--- config.mk ---
export PLATFORM = sky130hd
export DESIGN_NAME = spi_chan_slave
export DESIGN_NICKNAME = d
export VERILOG_FILES = /design/src/rtl/spi_chan_pkg.sv /design/src/rtl/scs_sync.sv /design/src/rtl/scs_shift.sv /design/src/rtl/scs_ctrl.sv /design/src/rtl/spi_chan_slave.sv
export SDC_FILE = /design/constraint.sdc
export NUM_CORES = 1
export LEC_CHECK = 0
export ABC_AREA = 0
export CAP_MARGIN = 0
export CORE_ASPECT_RATIO = 0.9
export CORE_UTILIZATION = 50
export CTS_BUF_LIST = sky130_fd_sc_hd__clkbuf_2
export DETAILED_ROUTE_END_ITERATION = 7
export DONT_BUFFER_PORTS = 1
export PLACE_DENSITY = 0.75
export SLEW_MARGIN = 20
export SYNTH_ARGS = -nofsm -noshare
export SYNTH_HDL_FRONTEND = slang
export SYNTH_HIERARCHICAL = 1
export SYNTH_SLANG_ARGS = --single-unit
--- constraint.sdc ---
create_clock -name clk -period 2.95 [get_ports clk]
set_clock_uncertainty 0.05 [all_clocks]
set_input_delay 0.1475 -clock clk [delete_from_list [all_inputs] [get_ports clk]]
set_output_delay 0.1475 -clock clk [all_outputs]
set_load 0.02 [all_outputs]
--- src/rtl/spi_chan_pkg.sv ---
package spi_chan_pkg;
  localparam int NCH     = 8;
  localparam int FRAME_W = 16;
  localparam int HALF_W  = FRAME_W / 2;

  // parity nibble {P2,P1,P0,nP0} protecting a channel command byte
  function automatic logic [3:0] cmd_code(input logic [NCH-1:0] c);
    logic p0, p1, p2;
    p0 = ^c;
    p1 = c[1] ^ c[3] ^ c[5] ^ c[7];
    p2 = c[0] ^ c[2] ^ c[4] ^ c[6];
    return {p2, p1, p0, ~p0};
  endfunction

  // full 16-bit report word
  function automatic logic [FRAME_W-1:0] flt_word(input logic [NCH-1:0] f,
                                                  input logic fbok, input logic twarn,
                                                  input logic pc, input logic pg);
    logic p0, p1, p2;
    p0 = ^f;
    p1 = pc ^ fbok ^ f[1] ^ f[3] ^ f[5] ^ f[7];
    p2 = pg ^ twarn ^ f[0] ^ f[2] ^ f[4] ^ f[6];
    return {f, fbok, twarn, pc, pg, p2, p1, p0, ~p0};
  endfunction
endpackage

--- src/rtl/scs_sync.sv ---
module scs_sync #(
  parameter int             W       = 3,
  parameter int             STAGES  = 2,
  parameter logic [W-1:0]   RST_VAL = '0
) (
  input  logic         clk,
  input  logic         rst_n,
  input  logic [W-1:0] din,
  output logic [W-1:0] lvl,
  output logic [W-1:0] rise,
  output logic [W-1:0] fall
);
  localparam int LAST = STAGES;

  logic [W-1:0] pipe_q [LAST+1];

  always_ff @(posedge clk or negedge rst_n) begin
    if (!rst_n) begin
      for (int i = 0; i <= LAST; i++) pipe_q[i] <= RST_VAL;
    end else begin
      pipe_q[0] <= din;
      for (int i = 1; i <= LAST; i++) pipe_q[i] <= pipe_q[i-1];
    end
  end

  assign lvl  = pipe_q[LAST-1];
  assign rise = pipe_q[LAST-1] & ~pipe_q[LAST];
  assign fall = ~pipe_q[LAST-1] & pipe_q[LAST];
endmodule

--- src/rtl/scs_shift.sv ---
module scs_shift
  import spi_chan_pkg::*;
(
  input  logic               clk,
  input  logic               rst_n,
  input  logic               sck_rise,
  input  logic               sck_fall,
  input  logic               ss_fall,
  input  logic               sdi_b,
  input  logic               mode16_in,
  input  logic [FRAME_W-1:0] load_word,
  output logic [FRAME_W-1:0] rx_word,
  output logic               mode16_q,
  output logic               len_ok,
  output logic               any_bit,
  output logic               sdo
);
  localparam int CW = $clog2(FRAME_W) + 1;

  logic [FRAME_W-1:0] sr_q, sr_d;
  logic [CW-1:0]      nb_q, nb_d;
  logic [2:0]         m8_q, m8_d;
  logic               mode_d, sdo_q, sdo_d;

  always_comb begin
    sr_d   = sr_q;
    nb_d   = nb_q;
    m8_d   = m8_q;
    mode_d = mode16_q;
    sdo_d  = sdo_q;
    if (ss_fall) begin
      sr_d   = load_word;
      nb_d   = '0;
      m8_d   = '0;
      mode_d = mode16_in;
      sdo_d  = mode16_in ? load_word[FRAME_W-1] : load_word[HALF_W-1];
    end else begin
      if (sck_rise) begin
        sr_d = {sr_q[FRAME_W-2:0], sdi_b};
        m8_d = m8_q + 3'd1;
        if (nb_q != CW'(FRAME_W)) nb_d = nb_q + 1'b1;
      end
      if (sck_fall) sdo_d = mode16_q ? sr_q[FRAME_W-1] : sr_q[HALF_W-1];
    end
  end

  always_ff @(posedge clk or negedge rst_n) begin
    if (!rst_n) begin
      sr_q     <= '0;
      nb_q     <= '0;
      m8_q     <= '0;
      mode16_q <= 1'b0;
      sdo_q    <= 1'b0;
    end else begin
      sr_q     <= sr_d;
      nb_q     <= nb_d;
      m8_q     <= m8_d;
      mode16_q <= mode_d;
      sdo_q    <= sdo_d;
    end
  end

  assign rx_word = sr_q;
  assign sdo     = sdo_q;
  assign any_bit = (nb_q != '0);
  assign len_ok  = (m8_q == 3'd0) &&
                   (nb_q >= (mode16_q ? CW'(FRAME_W) : CW'(HALF_W)));
endmodule

--- src/rtl/scs_ctrl.sv ---
module scs_ctrl
  import spi_chan_pkg::*;
(
  input  logic               clk,
  input  logic               rst_n,
  input  logic               ss_fall,
  input  logic               ss_rise,
  input  logic               any_bit,
  input  logic               len_ok,
  input  logic               mode16_q,
  input  logic [FRAME_W-1:0] rx_word,
  input  logic [NCH-1:0]     ot_evt,
  output logic [NCH-1:0]     chan_q,
  output logic [NCH-1:0]     ot_q,
  output logic               pc_q
);
  logic [NCH-1:0] snap_q, snap_d, chan_d, ot_d, cmd;
  logic           pc_d, par_ok, accept, reject;

  always_comb begin
    cmd    = mode16_q ? rx_word[FRAME_W-1:HALF_W] : rx_word[HALF_W-1:0];
    par_ok = !mode16_q || (rx_word[3:0] == cmd_code(rx_word[FRAME_W-1:HALF_W]));
    accept = ss_rise && any_bit && len_ok && par_ok;
    reject = ss_rise && any_bit && !(len_ok && par_ok);
    snap_d = ss_fall ? ot_q : snap_q;
    ot_d   = (ot_q & ~(accept ? snap_q : '0)) | ot_evt;
    chan_d = accept ? cmd : chan_q;
    pc_d   = accept ? 1'b0 : (reject ? 1'b1 : pc_q);
  end

  always_ff @(posedge clk or negedge rst_n) begin
    if (!rst_n) begin
      snap_q <= '0;
      ot_q   <= '0;
      chan_q <= '0;
      pc_q   <= 1'b0;
    end else begin
      snap_q <= snap_d;
      ot_q   <= ot_d;
      chan_q <= chan_d;
      pc_q   <= pc_d;
    end
  end
endmodule

--- src/rtl/spi_chan_slave.sv ---
module spi_chan_slave
  import spi_chan_pkg::*;
#(
  parameter int SYNC_STAGES = 2
) (
  input  logic           clk,
  input  logic           rst_n,
  input  logic           sck,
  input  logic           ss_n,
  input  logic           sdi,
  input  logic           mode16,
  input  logic           chan_off,
  input  logic [NCH-1:0] ot_evt,
  input  logic           st_fbok,
  input  logic           st_twarn,
  input  logic           st_pg,
  output logic           sdo,
  output logic           sdo_oe,
  output logic [NCH-1:0] chan_en,
  output logic           fault_n
);
  logic [2:0]         s_lvl, s_rise, s_fall;
  logic               ss_lvl, ss_fall, ss_rise, sck_rise, sck_fall;
  logic [FRAME_W-1:0] rx_word, load_word;
  logic               mode16_q, len_ok, any_bit, pc_q;
  logic [NCH-1:0]     chan_q, ot_q;

  // bit order {sdi, ss_n, sck}; ss_n idles high
  scs_sync #(.W(3), .STAGES(SYNC_STAGES), .RST_VAL(3'b010)) u_sync (
    .clk(clk), .rst_n(rst_n), .din({sdi, ss_n, sck}),
    .lvl(s_lvl), .rise(s_rise), .fall(s_fall)
  );

  assign ss_lvl   = s_lvl[1];
  assign ss_fall  = s_fall[1];
  assign ss_rise  = s_rise[1];
  assign sck_rise = s_rise[0] & ~ss_lvl;
  assign sck_fall = s_fall[0] & ~ss_lvl;

  assign load_word = mode16 ? flt_word(ot_q, st_fbok, st_twarn, pc_q, st_pg)
                            : {{HALF_W{1'b0}}, ot_q};

  scs_shift u_shift (
    .clk(clk), .rst_n(rst_n), .sck_rise(sck_rise), .sck_fall(sck_fall),
    .ss_fall(ss_fall), .sdi_b(s_lvl[2]), .mode16_in(mode16), .load_word(load_word),
    .rx_word(rx_word), .mode16_q(mode16_q), .len_ok(len_ok), .any_bit(any_bit),
    .sdo(sdo)
  );

  scs_ctrl u_ctrl (
    .clk(clk), .rst_n(rst_n), .ss_fall(ss_fall), .ss_rise(ss_rise),
    .any_bit(any_bit), .len_ok(len_ok), .mode16_q(mode16_q), .rx_word(rx_word),
    .ot_evt(ot_evt), .chan_q(chan_q), .ot_q(ot_q), .pc_q(pc_q)
  );

  assign sdo_oe  = ~ss_lvl;
  assign chan_en = chan_q & {NCH{~chan_off}};
  assign fault_n = ~((|ot_q) | pc_q);
endmodule

==> results.py <==
metrics = {
    "place": {
        "place_inst": 401,
        "port_buffers": 0,
        "dp_slack_ns": 0.7736,
        "dp.final_hpwl_um": 4323,
        "placed_cell_area_um2": 3341,
        "gp_congestion": 0.7384,
    },
    "sta": {
        "final_hold_viol_count": 0,
        "slew_headroom_pct": 42.47,
        "max_freq_mhz": 451.6,
        "grt_setup_unrepaired": "no",
        "drv_slew": 0,
        "period_share_pct": 75.06,
        "period_minus_slack_ns": 2.214,
        "setup_ws_ns": 0.7358,
        "tns_ns": 0,
        "max_slew.worst_pin.slew_ns": 0.8630,
        "finalSetupViolCount": 0,
        "whs_ns": 0.1214,
    },
    "worst_setup_path": {
        "cp.arrival_ns": 2.58,
        "cp-end-kind": "flop",
        "crit_required_ns": 3.31,
        "path_max_fanout": 8,
        "critPathKind": "reg -> reg",
        "crit_path_start_kind": "flop",
    },
    "status": {
        "status": "complete, no violations",
    },
    "die": {
        "initial_core_util_pct": 52.62,
        "die_w_um": 87.26,
        "placementRows": 27,
        "dieHeight_um": 78.73,
        "die_area_um2": 6870,
        "ios": 29,
        "core_area_um2": 6216,
    },
    "finish": {
        "antennaDiodeCount": 0,
        "fin_util_pct": 58.72,
        "nFillCells": 524,
        "nets": 370,
        "drive_gt1_share_pct": 12.97,
        "fin_cells": 434,
        "area_growth_pct": 11.59,
        "design_area_um2": 3650,
    },
    "drt": {
        "dr.pass1.iters": 6,
        "drc_errors": 0,
        "vias": 2333,
        "finalWirelength_um": 6416,
        "wire_per_inst_um": 14.78,
        "vias_per_cell": 5.376,
        "drtIter0Drc": 196,
        "ant_nets": 0,
    },
    "synth": {
        "yosysWarnings": 6,
        "syn_avg_cell_area_um2": 10.00,
        "synth_area_um2": 3271,
        "synthesis.nets": 355,
        "syn_inst": 327,
    },
    "power": {
        "power_mw": 1.959,
        "power_density_nw_per_um2": 536.7,
        "p_leak_nw": 1.574,
        "peakVddDrop_mv": 0.3651,
    },
    "grt": {
        "met3_usage_pct": 5.717,
        "grt_max_degree": 60,
        "grt_first_pass_wirelength_um": 11150,
        "globalRouteMet1Util_pct": 31.11,
        "grt_pass1_vias": 2276,
        "grt_use_total_pct": 21.25,
        "grt_util_met2_pct": 31.25,
        "grt_antenna_before_repair": 0,
        "overflow": 0,
        "top_usage_layer": "met2",
    },
    "clock_network": {
        "cts.sinks": 59,
        "ctsHoldBuffers": 17,
        "clk_latency_ns": 0.49,
        "htree_levels": 3,
        "cts_tree": "built",
        "ctsRootBufferMaster": "clkbuf_2",
        "numCtsBuffers": 9,
        "clk_pin_slew_ns": 0.19,
        "cts_resized": 0,
        "cts_buffer_depth": 2,
        "post_cts_buffers": 0,
    },
    "worst_hold_path": {
        "min_path_type": "in -> reg",
    },
    "job": {
        "max_cap_viol_count": 0,
    },
}
-- layout make-up --
class	instances	area [um2]	share of cell area [%]
clock buffer	9	45.04	1.234
inverter	18	67.56	1.851
sequential	59	1480	40.56
timing repair buffer	22	225.2	6.171
tap	87	108.9	2.983
multi-input combinational	232	1647	45.11
clock inverter	7	76.32	2.091
-- registers in the layout, indices dropped and copies added (netlist names) --
signal,cells
u_shift/rx_word,16
u_ctrl/chan_q,8
u_ctrl/ot_q,8
u_ctrl/snap_q,8
u_shift/nb_q,5
u_sync/pipe_q,5
u_shift/m8_q,3
u_sync/lvl,3
u_ctrl/pc_q,1
u_shift/mode16_q,1
u_shift/sdo,1
-- where the power goes --
group          total [mW]  internal, mW  switching [mW]
Clock               0.527         0.201           0.326
Combinational       0.443         0.221           0.222
Sequential          0.989         0.890          0.0992
-- layer usage --
layer	up-vias	share of wire, %
li1	1152	-
met1	1126	51
met2	49	45
met3	6	3.7
met4	0	0.65
met5	-	0
-- final timing paths --
check	start	to	slack [ns]	cells after the start
hold reg to reg	u_sync/pipe_q[8]	u_sync/lvl[2]	0.32	0
hold / removal	ss_n	u_sync/pipe_q[7]	0.12	1
min in group asynchronous	rst_n	u_shift/mode16_q	0.14	2
max in group asynchronous	rst_n	u_sync/pipe_q[1]	2.39	2
setup / recovery	u_shift/rx_word[8]	u_ctrl/chan_q[5]	0.74	7
setup reg to reg	u_shift/rx_word[8]	u_ctrl/chan_q[5]	0.74	7
-- worst max-delay path: stages (launching register included) --
cell and delay [ns]:
dfrtp_1 0.47, xnor2_1 0.17, xnor2_1 0.33, or4b_1 0.47
nor4bb_2 0.19, buf_4 0.20, mux2i_1 0.12, a21oi_1 0.15
-- layout by cell type, fill, tap and decap left out, types with 2 or more instances in the layout --
cell,instances
inv_6,2
nand2b_1,10
xnor3_1,2
nor2b_1,10
and2_1,6
inv_1,18
nor4b_1,2
clkinvlp_4,2
clkbuf_2,9
mux2i_1,28
buf_4,5
ha_1,10
nor2_1,18
o22ai_1,8
nand4_1,2
dfstp_2,3
dfrtp_1,56
nand3_1,2
mux2_2,9
nand4b_1,2
and2b_2,4
nand2_1,29
a21oi_1,24
xnor2_1,13
nor3b_1,9
dlygate4sd3_1,16
o21ai_0,22
and2_2,2
xor2_1,5
No activity file was read; power rests on OpenSTA's default activity.
